===== config.mk =====
export PLATFORM = sky130hd
export DESIGN_NAME = col_rdo_seq
export DESIGN_NICKNAME = d
export VERILOG_FILES = /design/src/rtl/col_rdo_pkg.sv /design/src/rtl/col_rdo_timer.sv /design/src/rtl/col_rdo_clkgen.sv /design/src/rtl/col_rdo_xfer.sv /design/src/rtl/col_rdo_seq.sv
export SDC_FILE = /design/constraint.sdc
export NUM_CORES = 1
export LEC_CHECK = 0
export ABC_AREA = 1
export CORE_ASPECT_RATIO = 1.5
export CORE_MARGIN = 2
export CORE_UTILIZATION = 35
export CTS_CLUSTER_SIZE = 40
export DETAILED_ROUTE_END_ITERATION = 10
export HOLD_SLACK_MARGIN = 0.03
export PLACE_DENSITY = 0.69
export SYNTH_ARGS = -nofsm -noshare
export SYNTH_HDL_FRONTEND = slang
export SYNTH_SLANG_ARGS = --single-unit

===== constraint.sdc =====
create_clock -name clk -period 8.12 [get_ports clk]
set_input_delay 1.624 -clock clk [delete_from_list [all_inputs] [get_ports clk]]
set_output_delay 1.624 -clock clk [all_outputs]
set_load 0.03 [all_outputs]

===== src/rtl/col_rdo_pkg.sv =====
package col_rdo_pkg;

  typedef enum logic [1:0] {
    MODE_READ  = 2'b00,
    MODE_WRITE = 2'b01,
    MODE_BYP   = 2'b10,
    MODE_BYP2  = 2'b11
  } rdo_mode_e;

  // Master-clock cycles per readout period
  function automatic int unsigned div_ratio(input logic [1:0] sel);
    case (sel)
      2'b00:   return 4;
      2'b01:   return 5;
      2'b10:   return 8;
      default: return 32;
    endcase
  endfunction

  // Pulses per readout: 16 * (sel + 1)
  function automatic int unsigned pulse_total(input logic [1:0] sel);
    return 16 * (int'(sel) + 1);
  endfunction

endpackage


===== src/rtl/col_rdo_timer.sv =====
module col_rdo_timer
  import col_rdo_pkg::*;
#(
  parameter int unsigned CW = 7,
  parameter int unsigned PW = 6
) (
  input  logic          clk,
  input  logic          rst_ni,
  input  logic          start,
  input  logic [1:0]    cnt_sel,
  input  logic [1:0]    div_sel,
  output logic          ld,
  output logic          busy_q,
  output logic          busy_nx,
  output logic          done_q,
  output logic          ph_last,
  output logic [PW-1:0] ph_q,
  output logic [PW-1:0] ph_nx,
  output logic [PW-1:0] half,
  output logic [CW-1:0] per_q,
  output logic [CW-1:0] per_nx
);

  logic [PW-1:0] ratio_q;
  logic [CW-1:0] np_q;
  logic          done_nx;

  assign ld      = start & ~busy_q;
  assign half    = ratio_q >> 1;
  assign ph_last = busy_q && (ph_q == ratio_q - PW'(1));

  // Period 0 is the idle period after track-and-hold release,
  // periods 1..np_q each carry one pulse.
  always_comb begin
    ph_nx   = ph_q;
    per_nx  = per_q;
    busy_nx = busy_q;
    done_nx = 1'b0;
    if (ld) begin
      busy_nx = 1'b1;
      ph_nx   = '0;
      per_nx  = '0;
    end else if (busy_q) begin
      if (ph_last) begin
        ph_nx = '0;
        if (per_q == np_q) begin
          busy_nx = 1'b0;
          done_nx = 1'b1;
          per_nx  = '0;
        end else begin
          per_nx = per_q + CW'(1);
        end
      end else begin
        ph_nx = ph_q + PW'(1);
      end
    end
  end

  always_ff @(posedge clk or negedge rst_ni) begin
    if (!rst_ni) begin
      busy_q  <= 1'b0;
      done_q  <= 1'b0;
      ph_q    <= '0;
      per_q   <= '0;
      ratio_q <= PW'(4);
      np_q    <= CW'(16);
    end else begin
      busy_q <= busy_nx;
      done_q <= done_nx;
      ph_q   <= ph_nx;
      per_q  <= per_nx;
      if (ld) begin
        ratio_q <= PW'(div_ratio(div_sel));
        np_q    <= CW'(pulse_total(cnt_sel));
      end
    end
  end

  // the period index never runs past the latched pulse count
  p_per_bound_r1: assert property (@(posedge clk) disable iff (!rst_ni)
    busy_q |-> (per_q <= np_q));

  // completion flag lasts one cycle and coincides with idle
  p_done_single_r5: assert property (@(posedge clk) disable iff (!rst_ni)
    done_q |=> !done_q);
  p_done_idle_r5: assert property (@(posedge clk) disable iff (!rst_ni)
    done_q |-> !busy_q);

  // a strobe during a readout does not restart the period counter
  p_no_restart_r11: assert property (@(posedge clk) disable iff (!rst_ni)
    (busy_q && start && !ph_last) |=> (ph_q == $past(ph_q) + PW'(1)));

endmodule


===== src/rtl/col_rdo_clkgen.sv =====
module col_rdo_clkgen #(
  parameter int unsigned CW     = 7,
  parameter int unsigned PW     = 6,
  parameter int unsigned NPHASE = 2
) (
  input  logic              clk,
  input  logic              rst_ni,
  input  logic              busy_nx,
  input  logic [PW-1:0]     ph_nx,
  input  logic [CW-1:0]     per_nx,
  input  logic [PW-1:0]     half,
  output logic [NPHASE-1:0] ck_q,
  output logic              th_arm_q
);

  logic in_pulse_nx;
  assign in_pulse_nx = busy_nx && (per_nx != '0);

  // Each phase i is a half-period window delayed by i half periods,
  // decoded from next state so outputs line up with the counters.
  for (genvar i = 0; i < NPHASE; i++) begin : g_phase
    logic [PW-1:0] off;
    logic          hi_nx;
    assign off   = (i == 0) ? '0 : PW'(i) * half;
    assign hi_nx = in_pulse_nx && (ph_nx >= off) && (ph_nx < off + half);

    always_ff @(posedge clk or negedge rst_ni) begin
      if (!rst_ni) ck_q[i] <= 1'b0;
      else         ck_q[i] <= hi_nx;
    end
  end

  always_ff @(posedge clk or negedge rst_ni) begin
    if (!rst_ni) th_arm_q <= 1'b1;
    else         th_arm_q <= ~busy_nx;
  end

  // the two chip clocks never overlap
  p_phase_excl_r3: assert property (@(posedge clk) disable iff (!rst_ni)
    !(ck_q[0] && ck_q[1]));

  // clocks only run while track-and-hold is released
  p_clk_in_window_r4: assert property (@(posedge clk) disable iff (!rst_ni)
    (ck_q[0] || ck_q[1]) |-> !th_arm_q);

endmodule


===== src/rtl/col_rdo_xfer.sv =====
module col_rdo_xfer
  import col_rdo_pkg::*;
#(
  parameter int unsigned NCH = 64,
  parameter int unsigned DW  = 10,
  parameter int unsigned CW  = 7,
  parameter int unsigned PW  = 6,
  localparam int unsigned CHW = $clog2(NCH)
) (
  input  logic           clk,
  input  logic           rst_ni,
  input  logic           ld,
  input  logic [1:0]     cfg_mode,
  input  logic [NCH-1:0] cfg_mask,
  input  logic           busy_q,
  input  logic           ph_last,
  input  logic [CW-1:0]  per_q,
  input  logic           busy_nx,
  input  logic [PW-1:0]  ph_nx,
  input  logic [CW-1:0]  per_nx,
  input  logic [DW-1:0]  chip_din,
  input  logic           rd_full,
  input  logic           wr_empty,
  input  logic [DW-1:0]  wr_data,
  output logic           rd_push,
  output logic [DW-1:0]  rd_data,
  output logic [CHW-1:0] rd_chan,
  output logic           wr_pop,
  output logic [DW-1:0]  chip_dout
);

  rdo_mode_e      mode_q;
  logic [NCH-1:0] mask_q;
  logic [CHW-1:0] ch_cur, ch_nx;
  logic           push_nx, pop_nx;

  assign ch_cur = CHW'(per_q - CW'(1));
  assign ch_nx  = CHW'(per_nx - CW'(1));

  // Read: capture at the last master cycle of the pulse period
  assign push_nx = busy_q && (per_q != '0) && ph_last &&
                   (mode_q == MODE_READ) && !mask_q[ch_cur] && !rd_full;

  // Write: pop in the first master cycle of the pulse period
  assign pop_nx  = busy_nx && (per_nx != '0) && (ph_nx == '0) &&
                   (mode_q == MODE_WRITE) && !mask_q[ch_nx] && !wr_empty;

  always_ff @(posedge clk or negedge rst_ni) begin
    if (!rst_ni) begin
      mode_q    <= MODE_BYP;
      mask_q    <= '0;
      rd_push   <= 1'b0;
      rd_data   <= '0;
      rd_chan   <= '0;
      wr_pop    <= 1'b0;
      chip_dout <= '0;
    end else begin
      if (ld) begin
        mode_q <= rdo_mode_e'(cfg_mode);
        mask_q <= cfg_mask;
      end
      rd_push <= push_nx;
      if (push_nx) begin
        rd_data <= chip_din;
        rd_chan <= ch_cur;
      end
      wr_pop <= pop_nx;
      if (wr_pop) chip_dout <= wr_data;
    end
  end

  // data never moves both ways at once
  p_one_dir_r8: assert property (@(posedge clk) disable iff (!rst_ni)
    !(rd_push && wr_pop));

  // a push only follows a cycle where the FIFO had room
  p_push_room_r10: assert property (@(posedge clk) disable iff (!rst_ni)
    rd_push |-> $past(!rd_full));

  // a pop only follows a cycle where the FIFO held data
  p_pop_avail_r10: assert property (@(posedge clk) disable iff (!rst_ni)
    wr_pop |-> $past(!wr_empty));

endmodule


===== src/rtl/col_rdo_seq.sv =====
module col_rdo_seq
  import col_rdo_pkg::*;
#(
  parameter int unsigned NCH = 64,  // must cover the largest pulse count (64)
  parameter int unsigned DW  = 10,
  localparam int unsigned CHW = $clog2(NCH),
  localparam int unsigned CW  = $clog2(NCH + 1),
  localparam int unsigned PW  = 6
) (
  input  logic           clk,
  input  logic           rst_n,
  input  logic           start,
  input  logic [1:0]     cfg_mode,
  input  logic [1:0]     cfg_cnt_sel,
  input  logic [1:0]     cfg_div_sel,
  input  logic [NCH-1:0] cfg_chan_mask,
  input  logic [DW-1:0]  chip_din,
  input  logic           rd_full,
  input  logic           wr_empty,
  input  logic [DW-1:0]  wr_data,
  output logic           busy,
  output logic           done,
  output logic           th_arm,
  output logic           clk_a,
  output logic           clk_b,
  output logic           rd_push,
  output logic [DW-1:0]  rd_data,
  output logic [CHW-1:0] rd_chan,
  output logic           wr_pop,
  output logic [DW-1:0]  chip_dout
);

  // Asynchronous assert, synchronous release
  logic [1:0] rst_sync_q;
  logic       rst_ni;

  always_ff @(posedge clk or negedge rst_n) begin
    if (!rst_n) rst_sync_q <= 2'b00;
    else        rst_sync_q <= {rst_sync_q[0], 1'b1};
  end
  assign rst_ni = rst_sync_q[1];

  logic          ld, busy_q, busy_nx, done_q, ph_last;
  logic [PW-1:0] ph_q, ph_nx, half;
  logic [CW-1:0] per_q, per_nx;
  logic [1:0]    ck_q;
  logic          th_arm_q;

  col_rdo_timer #(.CW(CW), .PW(PW)) u_timer (
    .clk     (clk),
    .rst_ni  (rst_ni),
    .start   (start),
    .cnt_sel (cfg_cnt_sel),
    .div_sel (cfg_div_sel),
    .ld      (ld),
    .busy_q  (busy_q),
    .busy_nx (busy_nx),
    .done_q  (done_q),
    .ph_last (ph_last),
    .ph_q    (ph_q),
    .ph_nx   (ph_nx),
    .half    (half),
    .per_q   (per_q),
    .per_nx  (per_nx)
  );

  col_rdo_clkgen #(.CW(CW), .PW(PW), .NPHASE(2)) u_clkgen (
    .clk      (clk),
    .rst_ni   (rst_ni),
    .busy_nx  (busy_nx),
    .ph_nx    (ph_nx),
    .per_nx   (per_nx),
    .half     (half),
    .ck_q     (ck_q),
    .th_arm_q (th_arm_q)
  );

  col_rdo_xfer #(.NCH(NCH), .DW(DW), .CW(CW), .PW(PW)) u_xfer (
    .clk       (clk),
    .rst_ni    (rst_ni),
    .ld        (ld),
    .cfg_mode  (cfg_mode),
    .cfg_mask  (cfg_chan_mask),
    .busy_q    (busy_q),
    .ph_last   (ph_last),
    .per_q     (per_q),
    .busy_nx   (busy_nx),
    .ph_nx     (ph_nx),
    .per_nx    (per_nx),
    .chip_din  (chip_din),
    .rd_full   (rd_full),
    .wr_empty  (wr_empty),
    .wr_data   (wr_data),
    .rd_push   (rd_push),
    .rd_data   (rd_data),
    .rd_chan   (rd_chan),
    .wr_pop    (wr_pop),
    .chip_dout (chip_dout)
  );

  assign busy   = busy_q;
  assign done   = done_q;
  assign th_arm = th_arm_q;
  assign clk_a  = ck_q[0];
  assign clk_b  = ck_q[1];

  // completion re-arms track-and-hold
  p_done_rearm_r5: assert property (@(posedge clk) disable iff (!rst_ni)
    done |-> th_arm);

  // pushes happen only inside a released window or as it closes
  p_push_window_r6: assert property (@(posedge clk) disable iff (!rst_ni)
    rd_push |-> (!th_arm || done));

endmodule


==> impl_metrics.tcl, run 1 <==
set metrics [dict create \
    setup_tns_ns 0 \
    yosys-top-cells-area "dfrtp_1 44%, nand2_1 18%, nand3_1 6.2%" \
    startpoint "start" \
    postCtsHoldBufs 0 \
    grt_max_degree 82 \
    cts_root_buf "clkbuf_16" \
    timing.rr.end "u_xfer.wr_pop" \
    grt_pass1_wl_mm 29.5 \
    hold_viol 0 \
    routed_via_density 4.96 \
    worstSetupStartpointType "primary input" \
    synth_area_mm2 0.00671 \
    cts_setup_buffers 0 \
    hpwl_mm 12.9 \
    numPortBuffers 127 \
    drt-total-wl_mm 18.2 \
    core_area_mm2 0.0190 \
    cellLeakagePower_uw 0.00414 \
    grt-ovfl-total 0 \
    slew_headroom 0.334 \
    cap_violations 0 \
    ys_seq_area_frac 0.452 \
    worst_slew_pin_slew_ns 0.999 \
    ios 128 \
    power-per-cell-area_mw_per_mm2 433 \
    dieArea_mm2 0.0203 \
    total_power_uw 3780 \
    cts_resized 0 \
    synthArstFlopShare 1.00 \
    hold_depth 0 \
    synth_top_flop_cell "dfrtp_1" \
    crit_fanout 81 \
    cp-end-kind "flop" \
    rows 62 \
    cts.path.max_buffers 2 \
    rsz0062_at_grt "false" \
    first_pass_iters 5 \
    fillers 1878 \
    final-setup-viol-count 0 \
    clock-sinks 121 \
    layout_min_cycle_time_ns 5.68 \
    worstPathArrival_ns 5.98 \
    fin_crit_sh 0.699 \
    synth_edf_count 0 \
    wire_per_inst_um 14.7 \
    cts_tree "built" \
    synth.avg_cell_area_um2 7.78 \
    slew_viol_final 0 \
    yosysTopAreaCell "dfrtp_1" \
    drt-initial-drc-count 388 \
    htree_levels 4 \
    clkTransAtPathRegs_ns 0.06 \
    synthTopCellsByCount "328 x nand2_1, 117 x dfrtp_1, 83 x nand3_1" \
    crit_type "primary input to flop" \
    antenna_cells 0 \
    worst_clock_skew_ns 0.00880 \
    r2r_start "u_timer.per_q[0]" \
    critPathCapture "u_xfer.wr_pop" \
    ys_types 48 \
    netlist_instances 863 \
    synth_top_cell_area_share 0.436 \
    max_clock_freq_ghz 0.176 \
    die_w_um 117 \
    grt_usage 0.184 \
    gp_congestion 0.920 \
    cp.required_ns 8.42 \
    syn-num-nets 971 \
    antenna_found_initial 0 \
    grt_pass1_vias 6142 \
    drive_above_1_share 0.0917 \
    ant_nets 0 \
    ys_warn_count 0 \
    hp-class "flop to flop" \
    peakVddDrop_mv 0.159 \
    syn2layout_area_growth_pct 30.0 \
    route.detailed.drc 0 \
    reg2reg_depth 19 \
    ys_ff_latch 121 \
    yosysMostFrequentCell "nand2_1" \
    cts_buffers 17 \
    clk_latency_ns 0.42 \
    fin_nets 1076 \
    dpl.cell_count 1205 \
    r2r_slack_ns 3.39 \
    route.vias.total 6132 \
    status "complete, no violations" \
    die_height_um 174 \
    fin_cells 1237 \
    initial_core_util 0.353 \
]
==> metal layers <==
layer / track usage / part of all wire / vias up
met3: 0.0343 / 0.044 / 42
met2: 0.323 / 0.52 / 189
li1: - / - / 3041
met4: 0.0912 / 0.033 / 0
met1: 0.211 / 0.40 / 2860
met5: 0 / 0 / -
==> final cells by class <==
class	instances	area, um2	area share
well taps	256	320	0.0367
repair buffers	131	1300	0.149
clock buffers	22	494	0.0566
flip-flops and latches	121	3040	0.348
multi-input cells	645	3250	0.373
inverters	52	203	0.0232
clock inverters	10	116	0.0133
==> power breakdown <==
part | internal [uW] | switching (uW) | total (uW)
Combinational | 712 | 1190 | 1900
Clock | 492 | 278 | 770
Sequential | 862 | 246 | 1110
==> stage by stage <==
| stage | instance area, um2 | util | hold slack, ns | setup WS [ns] |
|---|---|---|---|---|
| after floorplan | 6710 | - | 0.331 | 4.37 |
| after global placement | 8120 | 0.427 | 0.333 | 2.23 |
| after detailed placement | 8120 | 0.427 | 0.343 | 2.04 |
| after CTS | 8730 | 0.459 | 0.355 | 2.44 |
| after global routing | 8730 | 0.459 | 0.362 | 2.01 |
| final | 8730 | 0.459 | 0.352 | 2.44 |
==> state kept, by name, summed over array words and instances, names as in the netlist <==
signal	count
u_xfer.rd_data	10
u_timer.np_q	3
u_xfer.rd_push	1
u_timer.busy_q	1
u_clkgen.ck_q	2
u_timer.ph_q	6
u_xfer.rd_chan	6
rst_sync_q	2
u_xfer.mask_q	64
u_clkgen.th_arm_q	1
u_xfer.mode_q	2
u_timer.done_q	1
u_xfer.wr_pop	1
u_timer.ratio_q	4
u_timer.per_q	7
u_xfer.chip_dout	10
==> logic make-up (layout without fill, tap and decap cells) <==
logic type / Yosys count / count (layout) / share of synthesized area
simple gates: 527 / 527 / 0.344
compound gates: 78 / 78 / 0.0733
xor+xnor: 11 / 11 / 0.0183
flops: 121 / 121 / 0.452
buf+inv: 97 / 215 / 0.0638
mux: 15 / 15 / 0.0242
fa+ha+maj: 13 / 13 / 0.0242
other cells: 1 / 1 / 0.000559
==> critical path, cell delays in order <==
cell,delay [ns]
clkdlybuf4s50_1,0.43
inv_1,0.11
nor2_4,0.03
buf_4,0.35
inv_2,0.56
buf_4,0.63
nand3_1,0.28
ha_1,0.75
inv_1,0.43
nand3_1,0.21
nand3_1,0.10
nand3_1,0.09
nand3_1,0.08
nand2_1,0.09
nand2_1,0.05
nand2_1,0.07
nor2_2,0.04
==> worst min path at each step <==
stage                              from            end  slack (ns)
after floorplan           rst_sync_q[0]  rst_sync_q[1]        0.33
after global placement    rst_sync_q[0]  rst_sync_q[1]        0.33
after detailed placement  rst_sync_q[0]  rst_sync_q[1]        0.34
after CTS                 rst_sync_q[0]  rst_sync_q[1]        0.35
after global routing      rst_sync_q[0]  rst_sync_q[1]        0.36
final                     rst_sync_q[0]  rst_sync_q[1]        0.35
==> layout by cell type (no fill, tap or decap), types with 4 or more instances in the layout <==
cell type          n
clkbuf_16         17
o221ai_1           5
buf_4              4
dfstp_2            4
inv_1             38
nand2_2            9
clkbuf_8           5
o21ai_0           35
nor3_1             7
o211ai_1           7
a21oi_1            6
nand2_1          328
nand4_1           24
clkinvlp_4         5
o32ai_1           10
mux2_2            10
nor2_1            57
dfrtp_1          116
ha_1              13
clkdlybuf4s50_1  127
nand3_1           83
inv_2             10
xor2_1             9
mux2i_1            5
o21ai_1            7
(Power assumes the default switching activity.)
==> run 2, diff against run 1 <==
--- a/config.mk
+++ b/config.mk
@@ -12,7 +12,7 @@
 export CTS_CLUSTER_SIZE = 40
 export DETAILED_ROUTE_END_ITERATION = 10
 export HOLD_SLACK_MARGIN = 0.03
-export PLACE_DENSITY = 0.69
+export PLACE_DENSITY = 0.71
 export SYNTH_ARGS = -nofsm -noshare
 export SYNTH_HDL_FRONTEND = slang
 export SYNTH_SLANG_ARGS = --single-unit
==> constraint.sdc (replaced) <==
create_clock -name clk -period 4.6 [get_ports clk]
set_input_delay 0.92 -clock clk [delete_from_list [all_inputs] [get_ports clk]]
set_output_delay 0.92 -clock clk [all_outputs]
set_load 0.03 [all_outputs]
==> run 2 against run 1 <==
Sequential share of layout area barely moved. Cell count is 0.49% higher. Combinational power rose by 77%. Utilization about the same. Flip-flop and latch count unchanged. Critical path depth grew 1. Count of clock-buffer cells in the layout increased by 3. Wire length up 0.63%. Die area unchanged. Cell area about the same. Sequential power is 77% higher. Via count rose by 2.7%. Critical path type is now flop to flop. Critical endpoint unchanged. Largest cell class unchanged.
==> impl_metrics.tcl, run 2 (synthesis results as in run 1) <==
set metrics [dict create \
    status "complete, no violations" \
    rows 62 \
    fin_nets 1082 \
    route.vias.total 6297 \
    wire_per_inst_um 14.8 \
    worst_clock_skew_ns 0.0130 \
    core_area_mm2 0.0190 \
    crit_chain "inv_1 > ha_1 > nand2_1 > nand2_1 > nor2_1 > nand2_1 > nor2_8 > nand2_8 > nand2_1 > nand3_1 > ha_1 > inv_1 > nand3_1 > nand3_1 > nand3_1 > nand3_1 > a21oi_1 > nor2_2" \
    routed_via_density 5.07 \
    grt_usage 0.189 \
    die_w_um 117 \
    largest_registers "u_xfer.mask_q: 64 flops, u_xfer.chip_dout: 10 flops, u_xfer.rd_data: 10 flops" \
    antenna_cells 0 \
    postCtsHoldBufs 0 \
    hold_viol 0 \
    fin_crit_sh 0.809 \
    worstSetupStartpointType "flop" \
    hpwl_mm 13.2 \
    crit_fanout 17 \
    max_clock_freq_ghz 0.269 \
    numPortBuffers 127 \
    hp-class "flop to async pin" \
    setup_tns_ns 0 \
    worstPathArrival_ns 4.02 \
    peakVddDrop_mv 0.318 \
    grt_pass1_vias 6390 \
    stdcell_area_mm2 0.00872 \
    largest_reg_flops 64 \
    cpPeakStageDelay_ns 0.70 \
    cts_root_buf "clkbuf_16" \
    critical_path.slowest_cell "ha_1" \
    final_common_cell "nand2_1" \
    r2r_slack_ns 0.88 \
    grt-ovfl-total 0 \
    placed_area_mm2 0.00816 \
    final-setup-viol-count 0 \
    cellLeakagePower_uw 0.00415 \
    cts.path.max_buffers 2 \
    crit_path_frequent_cell "nand3_1" \
    fin_cells 1243 \
    grt_pass1_wl_mm 30.5 \
    drive_above_1_share 0.0932 \
    htree_levels 4 \
    grt_max_degree 80 \
    cap_violations 0 \
    cp_top_family "simple AND/OR/NAND/NOR gates" \
    clkTransAtPathRegs_ns 0.06 \
    initial_core_util 0.353 \
    cp.required_ns 4.89 \
    cts_setup_buffers 0 \
    cp-end-kind "flop" \
    ant_nets 0 \
    gp_congestion 0.874 \
    clk_latency_ns 0.41 \
    cts_resized 0 \
    syn2layout_area_growth_pct 30.0 \
    clock-sinks 121 \
    regMostFlops "u_xfer.mask_q" \
    slew_headroom 0.369 \
    layout_min_cycle_time_ns 3.72 \
    route.detailed.drc 0 \
    drt-total-wl_mm 18.3 \
    die_height_um 174 \
    dieArea_mm2 0.0203 \
    power-per-cell-area_mw_per_mm2 755 \
    first_pass_iters 5 \
    antenna_found_initial 0 \
    slew_viol_final 0 \
    cts_buffers 17 \
    rsz0062_at_grt "false" \
    ios 128 \
    mostFrequentLayoutCells "328 x nand2_1, 127 x clkdlybuf4s50_1, 116 x dfrtp_1" \
    crit_type "flop to flop" \
    drt-initial-drc-count 507 \
    cts_tree "built" \
    dpl.cell_count 1211 \
    critPathBufInv 2 \
    worst_slew_pin_slew_ns 0.938 \
]
## run 2: cell count changes in the layout (fill, tap and decap cells not counted), sizes merged
| cell | delta |
|---|---|
| clkbuf | +3 |
| buf | +6 |
| bufinv | -1 |
| clkinvlp | -2 |
## run 2: per-layer routing
metal / vias to the layer above / routed length [um] / global-route usage
met5: - / 0 / 0
met4: 0 / 720 / 0.0882
met3: 69 / 808 / 0.0280
met2: 231 / 9610 / 0.341
met1: 2947 / 7210 / 0.213
li1: 3050 / - / -
## run 2: cell type report
type	count	area, um2
Inverter	52	203
Fill cell	1875	10300
Timing Repair Buffer	137	1350
Multi-Input combinational cell	645	3250
Tap cell	256	320
Clock inverter	7	67.6
Clock buffer	25	495
Sequential cell	121	3040
## run 2: final timing paths
check,startpoint,endpoint,cells after the start
max,u_timer.ratio_q[2],u_xfer.wr_pop,18
min,rst_sync_q[1],u_xfer.mask_q[37],0
max reg2reg,u_timer.ratio_q[2],u_xfer.wr_pop,18
min reg2reg,rst_sync_q[1],u_xfer.mask_q[37],0
max in group asynchronous,rst_sync_q[1],u_timer.ratio_q[5],1
min in group clk,rst_sync_q[0],rst_sync_q[1],0
## run 2: power by group
part | total [uW] | internal, uW | switching, uW
registers | 1960 | 1520 | 436
clock network | 1260 | 797 | 464
logic | 3370 | 1280 | 2090
total | 6590 | 3590 | 2990
## run 2: worst reg2reg max path: cells and delay by family, from the launching register on
family | cells | cell delay (ns)
AND/OR/NAND/NOR | 13 | 1.40
adder cells (fa/ha/maj) | 2 | 1.01
flip-flops | 1 | 0.55
buffers and inverters | 2 | 0.48
AO/OA/AOI/OAI | 1 | 0.19
## run 2: stage by stage
step / total power, uW / setup WS (ns) / hold slack (ns) / util
final: 6590 / 0.878 / 0.210 / 0.459
after global routing: 7120 / 0.585 / 0.234 / 0.459
after CTS: 6590 / 0.929 / 0.221 / 0.459
after detailed placement: 5290 / 0.923 / 0.214 / 0.429
after global placement: 5220 / 1.02 / 0.210 / 0.429
after floorplan: 4390 / 0.986 / 0.331 / -
==> run 3, diff against run 2 <==
==> constraint.sdc (replaced) <==
create_clock -name clk -period 3.1 [get_ports clk]
set_input_delay 0.62 -clock clk [delete_from_list [all_inputs] [get_ports clk]]
set_output_delay 0.62 -clock clk [all_outputs]
set_load 0.03 [all_outputs]
==> run 3 against run 2 <==
Cell count grew 1.6%. Worst hold slack improved by 0.15 ns. Via count about the same. Critical path depth up 1. Wire length rose by 2.0%. Largest power group unchanged. Register-to-register slack worse by 0.64 ns.
==> impl_metrics.tcl, run 3 (synthesis results as in run 1) <==
set metrics [dict create \
    timing.hold.ws_ns 0.356 \
    grt_pass1_wl_mm 30.2 \
    drive_above_1_share 0.128 \
    worstPathArrival_ns 3.19 \
    crit_fanout 8 \
    drt-initial-drc-count 518 \
    worstSetupStartpointType "flop" \
    antenna_cells 0 \
    fin_crit_sh 0.924 \
    stdcell_area_mm2 0.00910 \
    hpwl_mm 13.3 \
    cts.path.max_buffers 2 \
    max_clock_freq_ghz 0.349 \
    clk_latency_ns 0.43 \
    initial_core_util 0.353 \
    cp.required_ns 3.42 \
    final-setup-viol-count 0 \
    ios 128 \
    grt_max_degree 55 \
    crit_type "flop to flop" \
    largest_registers "u_xfer.mask_q: 64 flops, u_xfer.chip_dout: 10 flops, u_xfer.rd_data: 10 flops" \
    dp_slack_ns -0.0533 \
    pwr-share-comb 0.521 \
    seqPwrFrac 0.276 \
    p_int_uw 5850 \
    cts_buffers 17 \
    critical_path.slowest_cell "dfstp_2" \
    hold_viol 0 \
    wire_per_inst_um 14.8 \
    power-per-cell-area_mw_per_mm2 1160 \
    fin_nets 1102 \
    first_pass_iters 6 \
    startpoint "u_timer.ratio_q[2]" \
    clkTransAtPathRegs_ns 0.06 \
    antenna_found_initial 0 \
    cpPeakStageDelay_ns 0.54 \
    placed_area_mm2 0.00830 \
    ant_nets 0 \
    cp-end-kind "flop" \
    grt_pass1_vias 6097 \
    dieArea_mm2 0.0203 \
    hp-class "primary input to async pin" \
    regMostFlops "u_xfer.mask_q" \
    worst_slew_pin_slew_ns 0.695 \
    p_switching_uw 4690 \
    slew_headroom 0.537 \
    htree_levels 4 \
    cts_tree "built" \
    layout_min_cycle_time_ns 2.87 \
    grt_usage 0.189 \
    grt-ovfl-total 0 \
    route.detailed.drc 0 \
    postCtsHoldBufs 0 \
    peakVddDrop_mv 0.508 \
    slew_viol_final 0 \
    route.vias.total 6298 \
    routed_via_density 4.99 \
    status "complete, no violations" \
    syn2layout_area_growth_pct 35.6 \
    clock-sinks 121 \
    cts_root_buf "clkbuf_16" \
    r2r_start "u_timer.ratio_q[2]" \
    die_height_um 174 \
    crit_chain "inv_1 > ha_1 > nand2_1 > nand2_1 > nor2_2 > nand2_2 > nor2_8 > buf_6 > nand3_4 > nand3_4 > ha_4 > nand2_1 > nand2_4 > buf_4 > nand3_1 > nand3_1 > nand3_1 > a21oi_2 > nor2_2" \
    gp_congestion 0.926 \
    numPortBuffers 127 \
    largest_reg_flops 64 \
    fin_ws_ns 0.235 \
    cap_violations 0 \
    core_area_mm2 0.0190 \
    die_w_um 117 \
    pwr-share-clk 0.203 \
    netSwitchingFraction 0.445 \
    worst_clock_skew_ns 0.0107 \
    rows 62 \
    cellLeakagePower_uw 0.00431 \
    drt-total-wl_mm 18.7 \
    mostFrequentLayoutCells "326 x nand2_1, 127 x clkdlybuf4s50_1, 116 x dfrtp_1" \
    setup_tns_ns 0 \
    fillers 1842 \
    final_common_cell "nand2_1" \
]
## run 3: cell types whose count changed in the layout (fill, tap and decap cells not counted), sizes merged
cell / previous run / this run
clkinv: 4 / 7
bufinv: 1 / 4
buf: 10 / 29
nand2: 339 / 340
clkbuf: 25 / 18
inv: 51 / 52
## run 3: path summary, 6_finish.rpt
| kind | end | slack (ns) | cells after the start |
|---|---|---|---|
| hold / removal | rst_sync_q[1] | 0.36 | 1 |
| setup / recovery | u_xfer.wr_pop | 0.23 | 19 |
| hold reg to reg | rst_sync_q[1] | 0.36 | 0 |
| max in group asynchronous | u_timer.ratio_q[2] | 1.92 | 1 |
| min in group clk | rst_sync_q[1] | 0.36 | 0 |
| setup reg to reg | u_xfer.wr_pop | 0.23 | 19 |
## run 3: area by class of cell
class / count / area, um2 / share of cell area
Clock buffer: 18 / 439 / 0.0483
Clock inverter: 14 / 196 / 0.0216
Inverter: 52 / 210 / 0.0231
Multi-Input combinational cell: 646 / 3370 / 0.370
Sequential cell: 121 / 3040 / 0.334
Tap cell: 256 / 320 / 0.0352
Timing Repair Buffer: 156 / 1530 / 0.168
## run 3: power by group through the flow
| stage | clock (uW) | combinational (uW) | sequential (uW) |
|---|---|---|---|
| 2_1_floorplan | 0 | 3730 | 2870 |
| 3_3_place_gp | 0 | 5030 | 2900 |
| 3_5_place_dp | 0 | 5120 | 2910 |
| 4_1_cts | 2170 | 5170 | 2900 |
| 5_1_grt | 2240 | 6160 | 2990 |
| 6_report | 2140 | 5490 | 2910 |
## run 3: per-stage QoR
stage	std cells	total power, uW	util
final	1263	10500	0.479
after global routing	1263	11400	0.479
after CTS	1257	10200	0.470
after detailed placement	1225	8030	0.436
after global placement	1225	7940	0.436
after floorplan	863	6600	-
## run 3: repair_timing
item,4_1_cts,5_1_grt
buffers inserted,0,5
endpoints found under the setup margin,1,2
gates resized for setup,1,22
pin swaps,0,7
cloned,0,1
hold endpoints to repair,0,0
## run 3: per-layer routing
layer  part of all wire  vias up  GRT usage
met5                  0        -          0
met4              0.034        0     0.0863
met3              0.049       52     0.0294
met2               0.53      221      0.330
met1               0.39     2933      0.222
li1                   -     3092          -
## run 3: worst max-delay path: cells and delay by family (launching register included)
kind	cells	cell delay, ns
fa+ha+maj	2	0.47
flops	1	0.54
simple gates	13	1.26
compound gates	1	0.15
buf+inv	3	0.33
